$ cat src/rtl/mfg_pkg.sv
package mfg_pkg;
   typedef enum logic [2:0] {
      GS_IDLE  = 3'd0,
      GS_FLUSH = 3'd1,
      GS_WAIT  = 3'd2,
      GS_OWN   = 3'd3,
      GS_DROP  = 3'd4
   } gate_state_t;
endpackage

$ cat src/rtl/empty_qualify.sv
module empty_qualify #(
   parameter int SYNC_STAGES = 0,
   parameter int EMPTY_HOLD  = 1
) (
   input  logic clk,
   input  logic rst,
   input  logic arm_i,
   input  logic empty_i,
   output logic ok_o
);
   localparam int CW = $clog2(EMPTY_HOLD + 1);
   localparam logic [CW-1:0] HOLD_V = CW'(EMPTY_HOLD);

   logic          empty_s;
   logic [CW-1:0] run_q;

   generate
      if (SYNC_STAGES == 0) begin : g_direct
         assign empty_s = empty_i;
      end else begin : g_sync
         logic [SYNC_STAGES-1:0] sh_q;
         always_ff @(posedge clk) begin
            if (rst) sh_q <= '0;
            else     sh_q <= {sh_q[SYNC_STAGES-2 >= 0 ? SYNC_STAGES-2 : 0 : 0], empty_i};
         end
         assign empty_s = sh_q[SYNC_STAGES-1];
      end
   endgenerate

   always_ff @(posedge clk) begin
      if (rst || !arm_i || !empty_s) run_q <= '0;
      else if (run_q != HOLD_V)      run_q <= run_q + 1'b1;
   end

   assign ok_o = (run_q == HOLD_V);


   empty_gap_chk: assert property (@(posedge clk) disable iff (rst)
      !empty_s |=> !ok_o);
endmodule

$ cat src/rtl/gate_fsm.sv
module gate_fsm
   import mfg_pkg::*;
(
   input  logic clk,
   input  logic rst,
   input  logic req_i,
   input  logic ok_i,
   output logic gnt_o,
   output logic flush_o,
   output logic inh_o
);
   gate_state_t st_q, st_d;

   always_comb begin
      st_d = st_q;
      unique case (st_q)
         GS_IDLE:  if (req_i) st_d = GS_FLUSH;
         GS_FLUSH: st_d = req_i ? GS_WAIT : GS_IDLE;
         GS_WAIT:  if (!req_i) st_d = GS_IDLE;
                   else if (ok_i) st_d = GS_OWN;
         GS_OWN:   if (!req_i) st_d = GS_DROP;
         GS_DROP:  st_d = GS_IDLE;
         default:  st_d = GS_IDLE;
      endcase
   end

   always_ff @(posedge clk) begin
      if (rst) st_q <= GS_IDLE;
      else     st_q <= st_d;
   end

   assign gnt_o   = (st_q == GS_OWN);
   assign flush_o = (st_q == GS_FLUSH) || (st_q == GS_WAIT);
   assign inh_o   = (st_q != GS_IDLE);


   inh_covers_gnt_chk: assert property (@(posedge clk) disable iff (rst)
      gnt_o |-> inh_o);

   gnt_flush_excl_chk: assert property (@(posedge clk) disable iff (rst)
      !(gnt_o && flush_o));

   gnt_after_ok_chk: assert property (@(posedge clk) disable iff (rst)
      $rose(gnt_o) |-> $past(ok_i));

   req_flush_chk: assert property (@(posedge clk) disable iff (rst)
      (!inh_o && req_i) |=> (flush_o && !gnt_o));

   drop_gnt_chk: assert property (@(posedge clk) disable iff (rst)
      (gnt_o && !req_i) |=> (!gnt_o && inh_o));

   drop_inh_chk: assert property (@(posedge clk) disable iff (rst)
      $fell(gnt_o) |=> !inh_o);

   withdraw_chk: assert property (@(posedge clk) disable iff (rst)
      (flush_o && !req_i) |=> (!gnt_o && !flush_o && !inh_o));
endmodule

$ cat src/rtl/master_flush_gate.sv
module master_flush_gate #(
   parameter int HAS_MASTER  = 1,
   parameter int SYNC_STAGES = 0,
   parameter int EMPTY_HOLD  = 1
) (
   input  logic clk,
   input  logic rst,
   input  logic mst_req_i,
   output logic mst_gnt_o,
   output logic flush_req_o,
   input  logic buf_empty_i,
   output logic wr_inhibit_o
);
   localparam logic MASTER_EN = (HAS_MASTER != 0);

   generate
      if (EMPTY_HOLD < 1) begin : g_bad_hold
         $error("EMPTY_HOLD must be at least 1");
      end
      if (SYNC_STAGES < 0 || SYNC_STAGES > 3) begin : g_bad_sync
         $error("SYNC_STAGES must lie in 0..3");
      end
      if (HAS_MASTER != 0 && HAS_MASTER != 1) begin : g_bad_mst
         $error("HAS_MASTER must be 0 or 1");
      end
   endgenerate

   logic req_g;
   logic ok_w;
   logic flush_w;

   assign req_g = mst_req_i & MASTER_EN;

   empty_qualify #(
      .SYNC_STAGES(SYNC_STAGES),
      .EMPTY_HOLD (EMPTY_HOLD)
   ) i_qual (
      .clk    (clk),
      .rst    (rst),
      .arm_i  (flush_w),
      .empty_i(buf_empty_i),
      .ok_o   (ok_w)
   );

   gate_fsm i_fsm (
      .clk    (clk),
      .rst    (rst),
      .req_i  (req_g),
      .ok_i   (ok_w),
      .gnt_o  (mst_gnt_o),
      .flush_o(flush_w),
      .inh_o  (wr_inhibit_o)
   );

   assign flush_req_o = flush_w;
endmodule

$ cat config.mk
export PLATFORM = sky130hd
export DESIGN_NAME = master_flush_gate
export DESIGN_NICKNAME = d
export VERILOG_FILES = /design/src/rtl/mfg_pkg.sv /design/src/rtl/empty_qualify.sv /design/src/rtl/gate_fsm.sv /design/src/rtl/master_flush_gate.sv
export SDC_FILE = /design/constraint.sdc
export NUM_CORES = 1
export LEC_CHECK = 0
export BUFFER_PORTS_ARGS = -buffer_cell sky130_fd_sc_hd__buf_4
export CAP_MARGIN = 20
export CORE_AREA = 2 2 39 41
export DETAILED_ROUTE_END_ITERATION = 10
export DIE_AREA = 0 0 41 43
export HOLD_SLACK_MARGIN = 0.12
export PLACE_DENSITY = 0.4
export SETUP_SLACK_MARGIN = 0.3
export SYNTH_ARGS = -nofsm -noshare
export SYNTH_HDL_FRONTEND = slang
export SYNTH_SLANG_ARGS = --single-unit
$ cat constraint.sdc
create_clock -name clk -period 1.5 [get_ports clk]
set_input_delay 0.15 -clock clk [delete_from_list [all_inputs] [get_ports clk]]
set_output_delay 0.15 -clock clk [all_outputs]
set_load 0.02 [all_outputs]
==> run_results.csv <==
group,metric,value,unit
synth,synthDistinctLibCells,11,
die,dieArea,0.00176,sq mm
timing,finalMaxSlewViolations,0,
hold_path,min_path_type,"in -> reg",
routing,via_per_inst,3.54,
power,finalPower,0.293,mW
timing,rsz0062_at_grt,"yes",
cts,path_clk_slew,0.04,ns
global_routing,grt_use_total,5.31,%
routing,first_iter_violations,0,
outcome,status,"finished, final reports clean",
synth,ys_seq_area_share,50.8,%
synth,ys_ff_latch,4,
cts,cts_tree,"done",
synth,synthTopCellsByArea,"dfxtp_1 51%, nor2_1 9.5%, nor4b_1 5.6%",
worst_setup_path,crit_chain,"or3_4, buf_6",
worst_setup_path,crit_type,"reg -> out",
global_routing,grt_overflow_total,0,
worst_setup_path,r2r-end,"i_fsm.st_q[0]",
cts,cts_max_path_buffers,2,
worst_setup_path,critPathTopFamily,"simple AND/OR/NAND/NOR gates",
power,p_leak,0.126,nW
cts,numCtsBuffers,3,
synth,synthArstFlopShare,0,%
routing,dr_total_vias,163,
place,port_buffers,6,
hold_path,hold_end,"i_fsm.st_q[1]",
die,die_w,41,um
global_routing,grt_pass1_vias,147,
die,io_pins,7,
hold_path,hold_path_depth,3,
cts,insertion_delay,0.23,ns
worst_setup_path,rr_startpoint,"i_fsm.st_q[2]",
cells_and_area,drive_gt1_share,60.0,%
timing,fin_crit_sh,81.8,%
cts,cts_root_buffer,"clkbuf_4",
routing,drc,0,
synth,synthFlopType,"dfxtp_1",
cells_and_area,antenna_cells,0,
routing,drt-total-wl,358,um
power,p_per_area,964,mW/mm^2
worst_setup_path,cp_max_fo,4,
synth,syn_nets,21,
worst_setup_path,path_buf_inv,1,
cells_and_area,multiInputGateArea,91.3,sq um
global_routing,grt_max_degree,7,
synth,synth_area,158,sq um
run,maxCapViolations,0,
power,vdd_drop_max,0.187,mV
hold_path,worst_hold_startpoint,"rst",
routing,first_pass_iters,1,
synth,syn_avg_cell_area,9.27,sq um
cells_and_area,syn_to_final_growth,92.9,%
worst_setup_path,rr_worst_depth,3,
synth,yosysWarnings,0,
cells_and_area,register_area,86.3,sq um
die,core,0.00138,sq mm
cts,cts.htree.levels,1,
die,dieHeight,43,um
worst_setup_path,cp.required,1.35,ns
timing,slew_headroom,84.5,%
worst_setup_path,r2r_setup_slack,0.44,ns
timing,worstMarginPinSlew,0.230,ns
synth,yosysTopAreaCellShare,50.8,%
worst_setup_path,worst_ep_arrival_time,1.08,ns
synth,ys_top_cells_by_count,"4 x dfxtp_1, 4 x nor2_1",
worst_setup_path,crit_start,"i_fsm.st_q[0]",
worst_setup_path,cp-end-kind,"primary output",
worst_setup_path,cp_slowest_cell,"or3_4",
timing,fmax,815,MHz
global_routing,antenna_found_initial,0,
synth,synth-edff-count,0,
routing,route.antenna.remaining_nets,0,
routing,wl_per_cell,7.78,um
synth,synth_top_cell_by_area,"dfxtp_1",
die,start_util,11.4,%
place,place_congestion,0.618,
global_routing,grt_first_pass_wirelength,593,um
worst_setup_path,max_stage_delay,0.37,ns
timing,final_hold_viol_count,0,
cts,cts.sinks,4,
timing,period_needed,1.23,ns
timing,worst_clock_skew,0.000580,ns
worst_setup_path,cp-start-kind,"flip-flop",
cells_and_area,fillers,155,
die,rows,14,
timing,final.setup.tns,0,ns
timing,finalSetupViolCount,0,
cells_and_area,nets,36,
synth,syn_inst,17,
## state kept, by name, indices dropped and copies added (netlist names)
name and cells:
i_fsm.st_q 3, i_qual.ok_o 1
## tightest hold or removal path, delay by kind of cell
family                 cells  cell delay (ns)
buffers and inverters      1             0.08
and+or+nand+nor            2             0.15
## final cells by class
cell class	count	area share, %
Clock buffer	3	7.41
Multi-Input combinational cell	13	30.0
Sequential cell	4	28.4
Tap cell	16	6.58
Timing Repair Buffer	10	27.6
## routing by layer
metal / vias to the layer above / GRT usage, % / part of all wire (%)
met3: 0 / 1.57 / 0.56
met2: 1 / 6.88 / 54
li1: 86 / - / -
met4: 0 / 6.00 / 0
met1: 76 / 6.05 / 45
met5: - / 0 / 0
## repair_timing
action / CTS / global route
resized for setup: 5 / 4
hold endpoints to repair: 2 / 0
buffers inserted: 2 / 0
hold buffers: 2 / 0
setup endpoints to repair: 1 / 4
pin swaps: 1 / 1
## how the worst max path moves through the flow
| stage | endpoint | slack [ns] | cells after the start |
|---|---|---|---|
| 6_report | wr_inhibit_o | 0.27 | 2 |
| 5_1_grt | wr_inhibit_o | 0.24 | 2 |
| 4_1_cts | wr_inhibit_o | 0.27 | 2 |
| 3_5_place_dp | wr_inhibit_o | 0.36 | 2 |
| 3_3_place_gp | wr_inhibit_o | 0.37 | 2 |
| 2_1_floorplan | wr_inhibit_o | 0.47 | 1 |
## cell families (layout without fill, tap and decap cells)
logic type,after synthesis,after routing,share of synthesized area (%)
and+or+nand+nor,12,12,43.7
DFF,4,4,50.8
xor gates and xnor gates,1,1,5.56
buffers and inverters,0,13,0
## through the flow
step | instances | cell area, sq um | utilization [%] | hold slack [ns] | worst slack (ns)
after floorplan | 17 | 158 | - | 0.227 | 0.474
after global placement | 39 | 223 | 16.1 | 0.323 | 0.369
after detailed placement | 39 | 223 | 16.1 | 0.328 | 0.357
after CTS | 46 | 293 | 21.2 | 0.195 | 0.268
after global routing | 46 | 304 | 22.0 | 0.188 | 0.237
final | 46 | 304 | 22.0 | 0.197 | 0.273
## where the power goes
part	internal (mW)	switching, mW	total [mW]
clock	0.0893	0.0402	0.129
sequential	0.110	0.00412	0.115
combinational	0.0294	0.0198	0.0492
total	0.229	0.0640	0.293
## cells in the final DEF (no fill, tap or decap), drive strengths merged
cell type    Yosys  routed
nor3b            1       1
or3              1       1
xnor2            1       1
nor3             1       1
nand2            1       1
clkbuf           0       3
dfxtp            4       4
buf              0       8
dlygate4sd3      0       2
nor2b            1       1
nor2             4       4
nor4             1       1
nor4b            1       1
or3b             1       1
No activity file was read; power rests on OpenSTA's default activity.
